## config.mk

```make
export PLATFORM = sky130hd
export DESIGN_NAME = uart_cfg_bank
export DESIGN_NICKNAME = d
export VERILOG_FILES = /design/src/rtl/uart_cfg_pkg.sv /design/src/rtl/uart_bank_decode.sv /design/src/rtl/uart_cfg_regs.sv /design/src/rtl/uart_cfg_bank.sv
export SDC_FILE = /design/constraint.sdc
export NUM_CORES = 1
export LEC_CHECK = 0
export ABC_CLOCK_PERIOD_IN_PS = 1500
export BUFFER_PORTS_ARGS = -buffer_cell sky130_fd_sc_hd__buf_4
export CORE_MARGIN = 2
export CORE_UTILIZATION = 48
export DETAILED_ROUTE_END_ITERATION = 8
export PLACE_DENSITY = 0.79
export SYNTH_ARGS = -nofsm -noshare
export SYNTH_HDL_FRONTEND = slang
export SYNTH_SLANG_ARGS = --single-unit
```

## constraint.sdc

```tcl
create_clock -name clk -period 1.5 [get_ports clk]
set_input_delay 0.3 -clock clk [delete_from_list [all_inputs] [get_ports clk]]
set_output_delay 0.3 -clock clk [all_outputs]
set_load 0.01 [all_outputs]
```

## src/rtl/uart_cfg_pkg.sv

```systemverilog
package uart_cfg_pkg;
  typedef enum logic [2:0] {
    SEL_NONE, SEL_DIV_LO, SEL_DIV_HI, SEL_IIR_FCR, SEL_EFR, SEL_LCR, SEL_MODE
  } reg_sel_e;

  localparam logic [7:0] LCR_EXT_KEY = 8'hBF;
  localparam int LCR_DL_BIT   = 7;
  localparam int FCR_FIFO_BIT = 0;
  localparam int FCR_RXC_BIT  = 1;
  localparam int FCR_TXC_BIT  = 2;
  localparam int FCR_DMA_BIT  = 3;
  localparam int EFR_ENH_BIT  = 4;
  localparam int OFS_DIV_LO   = 0;
  localparam int OFS_DIV_HI   = 1;
  localparam int OFS_SHARED   = 2;
  localparam int OFS_LCR      = 3;
  localparam int OFS_MODE     = 8;
endpackage

```

## src/rtl/uart_bank_decode.sv

```systemverilog
module uart_bank_decode
  import uart_cfg_pkg::*;
#(
  parameter int ADDR_W = 4
) (
  input  logic [7:0]        lcr,
  input  logic [ADDR_W-1:0] addr,
  output reg_sel_e          sel
);
  logic ext_bank;
  logic dl_bank;

  assign ext_bank = (lcr == LCR_EXT_KEY);
  assign dl_bank  = lcr[LCR_DL_BIT];

  always_comb begin
    sel = SEL_NONE;
    if (addr == ADDR_W'(OFS_DIV_LO))      sel = dl_bank ? SEL_DIV_LO : SEL_NONE;
    else if (addr == ADDR_W'(OFS_DIV_HI)) sel = dl_bank ? SEL_DIV_HI : SEL_NONE;
    else if (addr == ADDR_W'(OFS_SHARED)) sel = ext_bank ? SEL_EFR : SEL_IIR_FCR;
    else if (addr == ADDR_W'(OFS_LCR))    sel = SEL_LCR;
    else if (addr == ADDR_W'(OFS_MODE))   sel = SEL_MODE;
  end
endmodule

```

## src/rtl/uart_cfg_regs.sv

```systemverilog
module uart_cfg_regs
  import uart_cfg_pkg::*;
#(
  parameter int            DATA_W     = 8,
  parameter int            MODE_W     = 3,
  parameter logic [MODE_W-1:0] MODE_RESET = MODE_W'(7)
) (
  input  logic                clk,
  input  logic                rst,
  input  logic                wr_en,
  input  reg_sel_e            sel,
  input  logic [DATA_W-1:0]   wdata,
  output logic [DATA_W-1:0]   lcr,
  output logic [DATA_W-1:0]   efr,
  output logic [2*DATA_W-1:0] divisor,
  output logic                fifo_en,
  output logic                dma_mode,
  output logic                rx_clr,
  output logic                tx_clr,
  output logic [MODE_W-1:0]   mode
);
  logic wr_fcr;
  assign wr_fcr = wr_en && (sel == SEL_IIR_FCR);

  always_ff @(posedge clk) begin
    if (rst) begin
      lcr      <= '0;
      efr      <= '0;
      divisor  <= '0;
      fifo_en  <= 1'b0;
      dma_mode <= 1'b0;
      rx_clr   <= 1'b0;
      tx_clr   <= 1'b0;
      mode     <= MODE_RESET;
    end else begin
      rx_clr <= wr_fcr && wdata[FCR_RXC_BIT];
      tx_clr <= wr_fcr && wdata[FCR_TXC_BIT];
      if (wr_en) begin
        case (sel)
          SEL_LCR:    lcr <= wdata;
          SEL_EFR:    efr <= wdata;
          SEL_DIV_LO: divisor[DATA_W-1:0] <= wdata;
          SEL_DIV_HI: divisor[2*DATA_W-1:DATA_W] <= wdata;
          SEL_MODE:   mode <= wdata[MODE_W-1:0];
          SEL_IIR_FCR: begin
            fifo_en  <= wdata[FCR_FIFO_BIT];
            dma_mode <= wdata[FCR_DMA_BIT];
          end
          default: ;
        endcase
      end
    end
  end

  // line control moves only on a write to its offset
  p_lcr_hold_r2: assert property (@(posedge clk) disable iff (rst)
    !(wr_en && sel == SEL_LCR) |=> $stable(lcr));
  // enhanced register moves only in its own bank
  p_efr_guard_r3: assert property (@(posedge clk) disable iff (rst)
    !(wr_en && sel == SEL_EFR) |=> $stable(efr));
  // divisor moves only through the divisor offsets
  p_div_guard_r5: assert property (@(posedge clk) disable iff (rst)
    !(wr_en && (sel == SEL_DIV_LO || sel == SEL_DIV_HI)) |=> $stable(divisor));
  // a clear strobe always follows a FIFO control write
  p_rxclr_src_r7: assert property (@(posedge clk) disable iff (rst)
    rx_clr |-> $past(wr_en && sel == SEL_IIR_FCR));
  p_txclr_src_r7: assert property (@(posedge clk) disable iff (rst)
    tx_clr |-> $past(wr_en && sel == SEL_IIR_FCR));
  // mode register moves only on a write to offset 8
  p_mode_hold_r8: assert property (@(posedge clk) disable iff (rst)
    !(wr_en && sel == SEL_MODE) |=> $stable(mode));
endmodule

```

## src/rtl/uart_cfg_bank.sv

```systemverilog
module uart_cfg_bank
  import uart_cfg_pkg::*;
#(
  parameter int ADDR_W = 4,
  parameter int MODE_W = 3
) (
  input  logic              clk,
  input  logic              rst,
  input  logic              wr_en,
  input  logic              rd_en,
  input  logic [ADDR_W-1:0] addr,
  input  logic [7:0]        wdata,
  output logic [7:0]        rdata,
  output logic [15:0]       divisor,
  output logic [1:0]        word_len,
  output logic              two_stop,
  output logic              parity_en,
  output logic              parity_even,
  output logic              fifo_en,
  output logic              dma_mode,
  output logic              rx_fifo_clr,
  output logic              tx_fifo_clr,
  output logic              enh_en,
  output logic [MODE_W-1:0] op_mode,
  output logic              port_active
);
  localparam int DATA_W = 8;

  reg_sel_e    sel;
  logic [7:0]  lcr;
  logic [7:0]  efr;
  logic [7:0]  iir;
  logic [7:0]  rd_mux;

  uart_bank_decode #(.ADDR_W(ADDR_W)) u_dec (
    .lcr  (lcr),
    .addr (addr),
    .sel  (sel)
  );

  uart_cfg_regs #(.DATA_W(DATA_W), .MODE_W(MODE_W), .MODE_RESET(MODE_W'(7))) u_regs (
    .clk      (clk),
    .rst      (rst),
    .wr_en    (wr_en),
    .sel      (sel),
    .wdata    (wdata),
    .lcr      (lcr),
    .efr      (efr),
    .divisor  (divisor),
    .fifo_en  (fifo_en),
    .dma_mode (dma_mode),
    .rx_clr   (rx_fifo_clr),
    .tx_clr   (tx_fifo_clr),
    .mode     (op_mode)
  );

  assign iir = {fifo_en, fifo_en, 6'b000001};

  always_comb begin
    case (sel)
      SEL_DIV_LO:  rd_mux = divisor[7:0];
      SEL_DIV_HI:  rd_mux = divisor[15:8];
      SEL_IIR_FCR: rd_mux = iir;
      SEL_EFR:     rd_mux = efr;
      SEL_LCR:     rd_mux = lcr;
      SEL_MODE:    rd_mux = 8'(op_mode);
      default:     rd_mux = 8'h00;
    endcase
  end

  always_ff @(posedge clk) begin
    if (rst)        rdata <= 8'h00;
    else if (rd_en) rdata <= rd_mux;
  end

  assign word_len    = lcr[1:0];
  assign two_stop    = lcr[2];
  assign parity_en   = lcr[3];
  assign parity_even = lcr[4];
  assign enh_en      = efr[EFR_ENH_BIT];
  assign port_active = (op_mode == '0);

  // read data holds when no read is strobed
  p_rdata_hold_r12: assert property (@(posedge clk) disable iff (rst)
    !rd_en |=> $stable(rdata));
  // unmapped offsets always return zero
  p_unmapped_zero_r11: assert property (@(posedge clk) disable iff (rst)
    (rd_en && sel == SEL_NONE) |=> rdata == 8'h00);
endmodule

```

## After elaboration in Yosys (flattened, before gate mapping)

Index checks and enable logic that the tools add are counted.

| storage, ports and cells | value |
|---|---|
| bits in registers | 47 |
| bits of input ports | 16 |
| word-level logic and storage cells | 41 |

| cells by class | value |
|---|---|
| equal/unequal tests | 11 |
| mux-type cells | 9 |
| reduce and logical (&&, ||, !) cells | 11 |

Operator list:

| operator | number |
|---|---|
| $pmux 8 s6 | 1 |
| $mux 3 | 6 |
| $reduce_and 2->1 | 6 |
| $eq 3x3->1 const B | 3 |
| $eq 4x2->1 const B | 2 |
| $eq 8x8->1 const B | 1 |
| $eq 3x2->1 const B | 2 |
| $eq 4x1->1 const B | 1 |
| $eq 4x4->1 const B | 1 |
| $logic_not 4->1 | 1 |
| $eq 3x1->1 const B | 1 |
| $logic_and 1x1->1 | 3 |
| $logic_not 3->1 | 1 |
| $mux 2 | 1 |
| $mux 1 | 1 |

## Depth between registers and ports, before layout

Gate-level depths: netlist of run 1.

| depth | value |
|---|---|
| depth in word-level cells | 9 |
| mapped depth | 7 |
| depth with buffers taken out | 5 |

## Cells and area by module

A second synthesis of run 1 with hierarchy kept.

| second synthesis, totals | value |
|---|---|
| cells, all modules | 241 |
| area total of the unflattened synthesis | 2431.1 sq um |

Modules (own cells, without submodules):

| module | times used | cells each | area an instance (sq um) |
|---|---|---|---|
| uart_cfg_regs | 1 | 143 | 1582.8 |
| uart_cfg_bank | 1 | 82 | 745.7 |
| uart_bank_decode | 1 | 16 | 102.6 |

## Least setup slack after synthesis of run 1

No wires, ideal clock.

| path | value |
|---|---|
| path kind | reg2reg |
| start point | register u_regs.lcr[3] |
| end point | register rdata[0] |
| library setup time | 86 ps |
| arrival | 1405 ps |
| setup slack | 9 ps |
| stages on the path, launching flop included | 6 |
| path buffers | 0 |
| clock period less this slack | 1491 ps |
| cells stage by stage | dfxtp_1 -> nand4b_1 -> nor2_2 -> o21ai_4 -> o31a_1 -> a221oi_2 |

| between the ends | value |
|---|---|
| cells in the longest elaborated chain, start to end | 7 |
| elaborated cells on any way between the ends | 12 |
| classes of those cells | 7 x eq/ne; 5 x mux |

Ends and longest elaborated chain:

| item | line | text |
|---|---|---|
| from (decl) | uart_cfg_regs.sv:13 | `output logic [DATA_W-1:0] lcr,` |
| from (signal assigned) | uart_cfg_regs.sv:40 | `SEL_LCR: lcr <= wdata;` |
| $eq 8x8->1 * | uart_bank_decode.sv:13 | `assign ext_bank = (lcr == LCR_EXT_KEY);` |
| $mux 3 * (2 in series) | uart_bank_decode.sv:20 | `else if (addr == ADDR_W'(OFS_SHARED)) sel = ext_bank ? SEL_EFR : SEL_IIR_FCR;` |
| $mux 3 * | uart_bank_decode.sv:19 | `else if (addr == ADDR_W'(OFS_DIV_HI)) sel = dl_bank ? SEL_DIV_HI : SEL_NONE;` |
| $mux 3 * | uart_bank_decode.sv:18 | `if (addr == ADDR_W'(OFS_DIV_LO)) sel = dl_bank ? SEL_DIV_LO : SEL_NONE;` |
| $eq 3x3->1, or another cell as far along | uart_cfg_bank.sv:60 | `case (sel)` |
| $pmux 8 s6 * | uart_cfg_bank.sv:60 |  |
| to (signal assigned) | uart_cfg_bank.sv:73 | `else if (rd_en) rdata <= rd_mux;` |
| to (decl) | uart_cfg_bank.sv:13 | `output logic [7:0] rdata,` |

Mark *: on every way between the ends. The rest lies on a longest branch, timed or not.
A chain may end at the register's enable or synchronous reset.

## Worst setup path after layout of run 1

| path | value |
|---|---|
| start point | register u_regs.lcr[6] |
| end point | register rdata[0] |

Same word-level chain as after synthesis.

==> results of run 1 <==
[per-stage QoR]
| step | worst slack [ps] | cell area, µm² | setup TNS [ps] | total power, µW |
|---|---|---|---|---|
| 2_1_floorplan | 8.94 | 2220 | 0 | 1390 |
| 3_3_place_gp | -141 | 2820 | -1680 | 1490 |
| 3_5_place_dp | -129 | 2820 | -2320 | 1490 |
| 4_1_cts | -26.9 | 2940 | -106 | 2360 |
| 5_1_grt | -86.0 | 2970 | -383 | 2430 |
| 6_report | -19.8 | 2970 | -19.8 | 2360 |
[timing repair]
| item | 4_1_cts | 5_1_grt |
|---|---|---|
| hold buffers | 0 | 0 |
| pin swaps | 2 | 3 |
| endpoints found under the setup margin | 15 | 18 |
| buffers inserted | 1 | 0 |
| gates resized for setup | 3 | 5 |
[power by group through the flow]
stage | registers [µW] | clock network, µW | logic (µW)
final | 1260 | 893 | 215
after global routing | 1260 | 945 | 230
after CTS | 1260 | 898 | 206
after detailed placement | 1290 | 0 | 205
after global placement | 1290 | 0 | 203
after floorplan | 1290 | 0 | 102
[placed cells by master (no fill, tap or decap), types with 5 or more instances in the layout]
cell      netlist  final
a221oi_2        4      5
dfxtp_1        47     46
nor2_1         12     12
a21oi_1        29     29
a221o_1         5      5
buf_4           5     80
nand3_1        20     18
a211o_1         5      5
mux2i_1        17     17
clkbuf_8        0      5
nand2_1        42     42
[how the worst max path moves through the flow]
| stage | slack (ps) | depth (start not counted) | to |
|---|---|---|---|
| floorplan | 9 | 5 | rdata[0] |
| global placement | -140 | 5 | rdata[0] |
| detailed placement | -130 | 5 | rdata[0] |
| CTS | -30 | 6 | u_regs.tx_clr |
| global route | -90 | 5 | rdata[0] |
| finish | -20 | 5 | rdata[0] |
[flip-flops by register name, indices dropped and copies added, names as in the netlist]
register	cells
rdata	8
u_regs.divisor	16
u_regs.dma_mode	1
u_regs.efr	8
u_regs.fifo_en	1
u_regs.lcr	8
u_regs.mode	3
u_regs.rx_clr	1
u_regs.tx_clr	1
[metal layers]
| metal | global-route usage | vias to the layer above |
|---|---|---|
| met5 | 0 | - |
| met2 | 0.363 | 80 |
| met1 | 0.319 | 990 |
| li1 | - | 1030 |
| met3 | 0.0403 | 9 |
| met4 | 0.0692 | 0 |
[cell families after synthesis]
logic type	after synthesis
mux	17
buf+inv	21
simple gates	100
flops	47
compound gates	60
[worst reg2reg max path: cells and delay by family, from the launching register on]
kind,cells,cell delay (ps)
flip-flops,1,320
AO/OA/AOI/OAI,3,670
AND/OR/NAND/NOR,2,450
[final cells by class]
class,count,share of cell area
multi-input cells,177,0.400
clock buffers,6,0.0245
inverters,2,0.00253
clock inverters,1,0.0101
well taps,52,0.0219
flip-flops and latches,47,0.319
repair buffers,83,0.223
==> metrics.cfg, run 1 <==
[clock_network]
clock_path_buffers = 2
clk_latency_ps = 290
cts.clk_slew.worst_paths_ps = 80
htree_levels = 2
cts_root_buf = clkbuf_8
cts_buffers = 5
cts_sinks = 47
cts_tree = yes

[min_path]
hold_depth = 3
hp-class = in -> reg
min_to = u_regs.lcr[7]
hold_start = wdata[7]

[synthesis]
yosys.area_share.simple = 0.231
synthTopCellsByArea = dfxtp_1 (42%), mux2i_1 (7.7%), nand2_1 (7.1%)
syn-cell-area_um2 = 2220
synth_xor_area_frac = 0
synth_compound_area_frac = 0.210
synth_commonest_cells = dfxtp_1 (47), nand2_1 (42), a21oi_1 (29), nand3_1 (20), mux2i_1 (17)
syn_avg_cell_area_um2 = 9.05
synth.area.mux_share = 0.0767
yosys.area.top_type = dfxtp_1
synth_top_family_by_area = simple AND/OR/NAND/NOR gates
synth_fp_nets = 261
synth.most_common_cell = dfxtp_1
syn-instance-count = 245
synth_ff_type = dfxtp_1
synth_adder_area_share = 0
synth_cell_type_count = 41
synth_edf_count = 0
ys_seq_area_frac = 0.424
ys_async_sr_fraction = 0
synth_top_area_share = 0.424
yosys_register_bits = 47
yosys_warnings = 0

[cells_and_area]
regArea_um2 = 945
n_fill_cell = 371
area_growth_pct = 33.7
layout-drive-gt1-share = 0.348
multiInputGateArea_um2 = 1180
n_antenna_cell = 0
fin_nets = 332
final_util = 0.672
fin_cells = 368

[floorplan]
die-area_um2 = 5180
row_count = 24
pin_count = 54
core_area_um2 = 4410
die-width_um = 72.0
fp.dieH_um = 72.0
start_util = 0.503

[power_and_ir_drop]
power_frac_comb = 0.091
p_seq_frac = 0.531
clockPowerShare = 0.378
ir_drop_uv = 402
intPower_uw = 1830
sw_frac_of_total = 0.226
leakagePower_uw = 0.00121
power_switching_uw = 533
power_density_nw_per_um2 = 797

[sta]
setup_slack_ps = -19.8
rsz0062_at_grt = true
timing.final.hold_violations = 0
finalCritPeriodShare = 1.01
worst_pin_slew_ps = 503
relSlewSlack = 0.665
min_period_ps = 1520
fmax_ghz = 0.658
drv_slew = 0
setup_violations = 1
finalClockSkew_ps = 3.01
hold_slack_ps = 275

[critical_path]
crit_type = reg -> reg
cp_max_fo = 8
crit_family = compound AO/OA/AOI/OAI gates
cp-end-kind = flop
start_kind = flop
slowest_stage = dfxtp_1
critPathBufInv = 0
timing.rr.end = rdata[0]
worstPathArrival_ps = 1730
cp_cell_sequence = nand4b_1, nor2_4, o21ai_4, o31a_1, a221oi_2
r2r_cells = 5
startpoint = u_regs.lcr[6]
reg2reg_from = u_regs.lcr[6]
critPathMaxStageDelay_ps = 320
cp.required_ps = 1710
r2r_setup_slack_ps = -20

[detailed_routing]
dr_wl_met3_um = 477
wl_met2_um = 2700
num_vias = 2109
drc = 0
drtPass1Iterations = 5
wl_met1_um = 2590
dr.first_iter.drc_count = 175
ant_nets = 0
routed.top_layer = met4
wl_um = 5840
post_drt_wl_per_cell_um = 15.9
routed_via_density = 5.73

[grt]
grt_usage = 0.229
grt_max_degree = 49
antenna_found_initial = 0
first_global_vias = 1969
grt_pass1_wl_um = 9420
gr-total-overflow = 0

[placed_design]
dp.cells = 360
post-dp-hpwl_um = 4200
io_buffers = 53
gp_congestion = 0.828

[status]
violations = setup timing
status = finished with violations

[flow_run]
drv_cap = 0

No activity file was read; power rests on OpenSTA's default activity.
==> run 2, diff against run 1 <==
CELL_PAD_IN_SITES_DETAIL_PLACEMENT = 2   (was unset)
CELL_PAD_IN_SITES_GLOBAL_PLACEMENT = 2   (was unset)
CORE_UTILIZATION = 28   (was 48)
PLACE_DENSITY = 0.77   (was 0.79)
REMOVE_ABC_BUFFERS = 1   (was unset)
==> metrics.cfg, run 2 (synthesis results as in run 1) <==
[status]
status = finished with violations  ; unchanged
violations = setup timing  ; unchanged

[floorplan]
fp.dieH_um = 93.0  ; was 72.0 µm
core_area_um2 = 7690  ; was 4410 µm²
row_count = 32  ; was 24
pin_count = 54  ; unchanged
start_util = 0.289  ; was 0.503
die-width_um = 93.0  ; was 72.0 µm
die-area_um2 = 8650  ; was 5180 µm²

[clock_network]
cts_buffers = 5  ; unchanged
cts_tree = yes  ; unchanged
cts_hold_buf = 0  ; unchanged
cts_root_buf = clkbuf_8  ; unchanged
htree_levels = 2  ; unchanged
cts_sinks = 47  ; unchanged
cts.clk_slew.worst_paths_ps = 100  ; was 80 ps
clock_path_buffers = 2  ; unchanged
clk_latency_ps = 320  ; was 290 ps

[power_and_ir_drop]
power_frac_comb = 0.115  ; was 0.091
sw_frac_of_total = 0.275  ; was 0.226
p_seq_frac = 0.537  ; was 0.531
power_switching_uw = 645  ; was 533 µW
clockPowerShare = 0.348  ; was 0.378
intPower_uw = 1700  ; was 1830 µW
power_density_nw_per_um2 = 718  ; was 797 nW/µm²
leakagePower_uw = 0.00133  ; was 0.00121 µW
ir_drop_uv = 358  ; was 402 µV

[sta]
finalClockSkew_ps = 9.94  ; was 3.01 ps
min_period_ps = 1720  ; was 1520 ps
setup_slack_ps = -223  ; was -19.8 ps
timing.final.hold_violations = 0  ; unchanged
relSlewSlack = 0.688  ; was 0.665
setup_violations = 20  ; was 1
rsz0062_at_grt = true  ; unchanged
final.setup.tns_ps = -2270  ; was -19.8 ps
hold_slack_ps = 259  ; was 275 ps
fmax_ghz = 0.580  ; was 0.658 GHz
worst_pin_slew_ps = 468  ; was 503 ps
drv_slew = 0  ; unchanged
finalCritPeriodShare = 1.15  ; was 1.01

[detailed_routing]
ant_nets = 0  ; unchanged
drc = 0  ; unchanged
wl_um = 9560  ; was 5840 µm
num_vias = 2368  ; was 2109
drtPass1Iterations = 4  ; was 5
post_drt_wl_per_cell_um = 21.6  ; was 15.9 µm
dr.first_iter.drc_count = 78  ; was 175
routed_via_density = 5.35  ; was 5.73

[placed_design]
placed_area_um2 = 2990  ; was 2820 µm²
place_ws_ps = -222  ; was -129 ps
io_buffers = 53  ; unchanged
gp_congestion = 0.776  ; was 0.828
post-dp-hpwl_um = 6210  ; was 4200 µm

[critical_path]
r2r_setup_slack_ps = -220  ; was -20 ps
crit_end = u_regs.efr[6]  ; was rdata[0]
startpoint = u_regs.lcr[7]  ; was u_regs.lcr[6]
timing.rr.end = u_regs.efr[6]  ; was rdata[0]
reg2reg_from = u_regs.lcr[7]  ; was u_regs.lcr[6]
crit_type = reg -> reg  ; unchanged
r2r_cells = 6  ; was 5
cp-end-kind = flop  ; unchanged
cp.required_ps = 1690  ; was 1710 ps
cp_max_fo = 7  ; was 8
start_kind = flop  ; unchanged
worstPathArrival_ps = 1920  ; was 1730 ps

[cells_and_area]
final_cell_mix = buf_4 (98), dfxtp_1 (45), nand2_1 (42)  ; was buf_4 (80), dfxtp_1 (46), nand2_1 (42)
n_fill_cell = 876  ; was 371
regArea_um2 = 946  ; was 945 µm²
final_util = 0.424  ; was 0.672
final_common_cell = buf_4  ; unchanged
n_antenna_cell = 0  ; unchanged
layout-drive-gt1-share = 0.416  ; was 0.348
area_growth_pct = 47.1  ; was 33.7%
fin_nets = 356  ; was 332
regMostFlops = u_regs.divisor  ; unchanged
multiInputGateArea_um2 = 1230  ; was 1180 µm²
largest_reg_flops = 16  ; unchanged
final_cell_area_um2 = 3260  ; was 2970 µm²

[grt]
antenna_found_initial = 0  ; unchanged
first_global_vias = 2578  ; was 1969
grt_pass1_wl_um = 13700  ; was 9420 µm
grt_usage = 0.207  ; was 0.229
gr-total-overflow = 0  ; unchanged
grt_max_degree = 42  ; was 49

[flow_run]
drv_cap = 0  ; unchanged

[min_path]
hp-class = in -> reg  ; unchanged

[run 2: cell count changes in the layout (fill, tap and decap cells not counted), sizes merged]
cell      delta
clkinv       +1
bufinv       -1
clkinvlp     +1
buf         +24
[run 2: how the worst min path moves through the flow]
stage                             from                 end  slack (ps)  depth (start not counted)
CTS                           wdata[1]       u_regs.rx_clr         250                          2
global route                  wdata[1]       u_regs.rx_clr         260                          2
detailed placement   u_regs.divisor[3]   u_regs.divisor[3]         480                          2
global placement    u_regs.divisor[11]  u_regs.divisor[11]         470                          2
floorplan                          rst            rdata[0]         370                          1
finish                        wdata[7]       u_regs.lcr[7]         260                          3
[run 2: timing repair]
| item | in CTS | in global routing |
|---|---|---|
| resized for setup | 11 | 12 |
| pin swaps | 12 | 9 |
| buffers inserted | 5 | 4 |
| setup endpoints to repair | 27 | 18 |
[run 2: per-layer routing]
layer  vias to the layer above  wire, µm  GRT usage  part of all wire
met5                         -         0          0                 0
met3                        12       395     0.0322             0.041
li1                       1084         -          -                 -
met2                        57      5060      0.380              0.53
met1                      1215      3930      0.246              0.41
met4                         0       166     0.0686             0.017
[run 2: final cells by class]
cell class / count / share of cell area
Clock buffer: 6 / 0.0222
Sequential cell: 47 / 0.290
Timing Repair Buffer: 107 / 0.265
Clock inverter: 2 / 0.00383
Multi-Input combinational cell: 177 / 0.378
Inverter: 2 / 0.00230
Tap cell: 102 / 0.0391
[run 2: metrics by stage]
| step | std cells | power (µW) |
|---|---|---|
| after floorplan | 226 | 1350 |
| after global placement | 426 | 1510 |
| after detailed placement | 426 | 1520 |
| after CTS | 439 | 2330 |
| after global routing | 443 | 2420 |
| final | 443 | 2340 |
[run 2: power by group through the flow]
stage                     logic [µW]  registers, µW  clock network [µW]
final                            270           1260                 815
after global routing             285           1260                 874
after CTS                        249           1260                 827
after detailed placement         233           1290                   0
after global placement           226           1290                   0
after floorplan                 61.1           1290                   0
[run 2: critical path: stages, from the launching register on]
cell and delay [ps]:
dfxtp_4 390, nand4_1 230, nor2_4 270, nand4_2 210, buf_6 200, mux2i_1 220, nor2_1 70
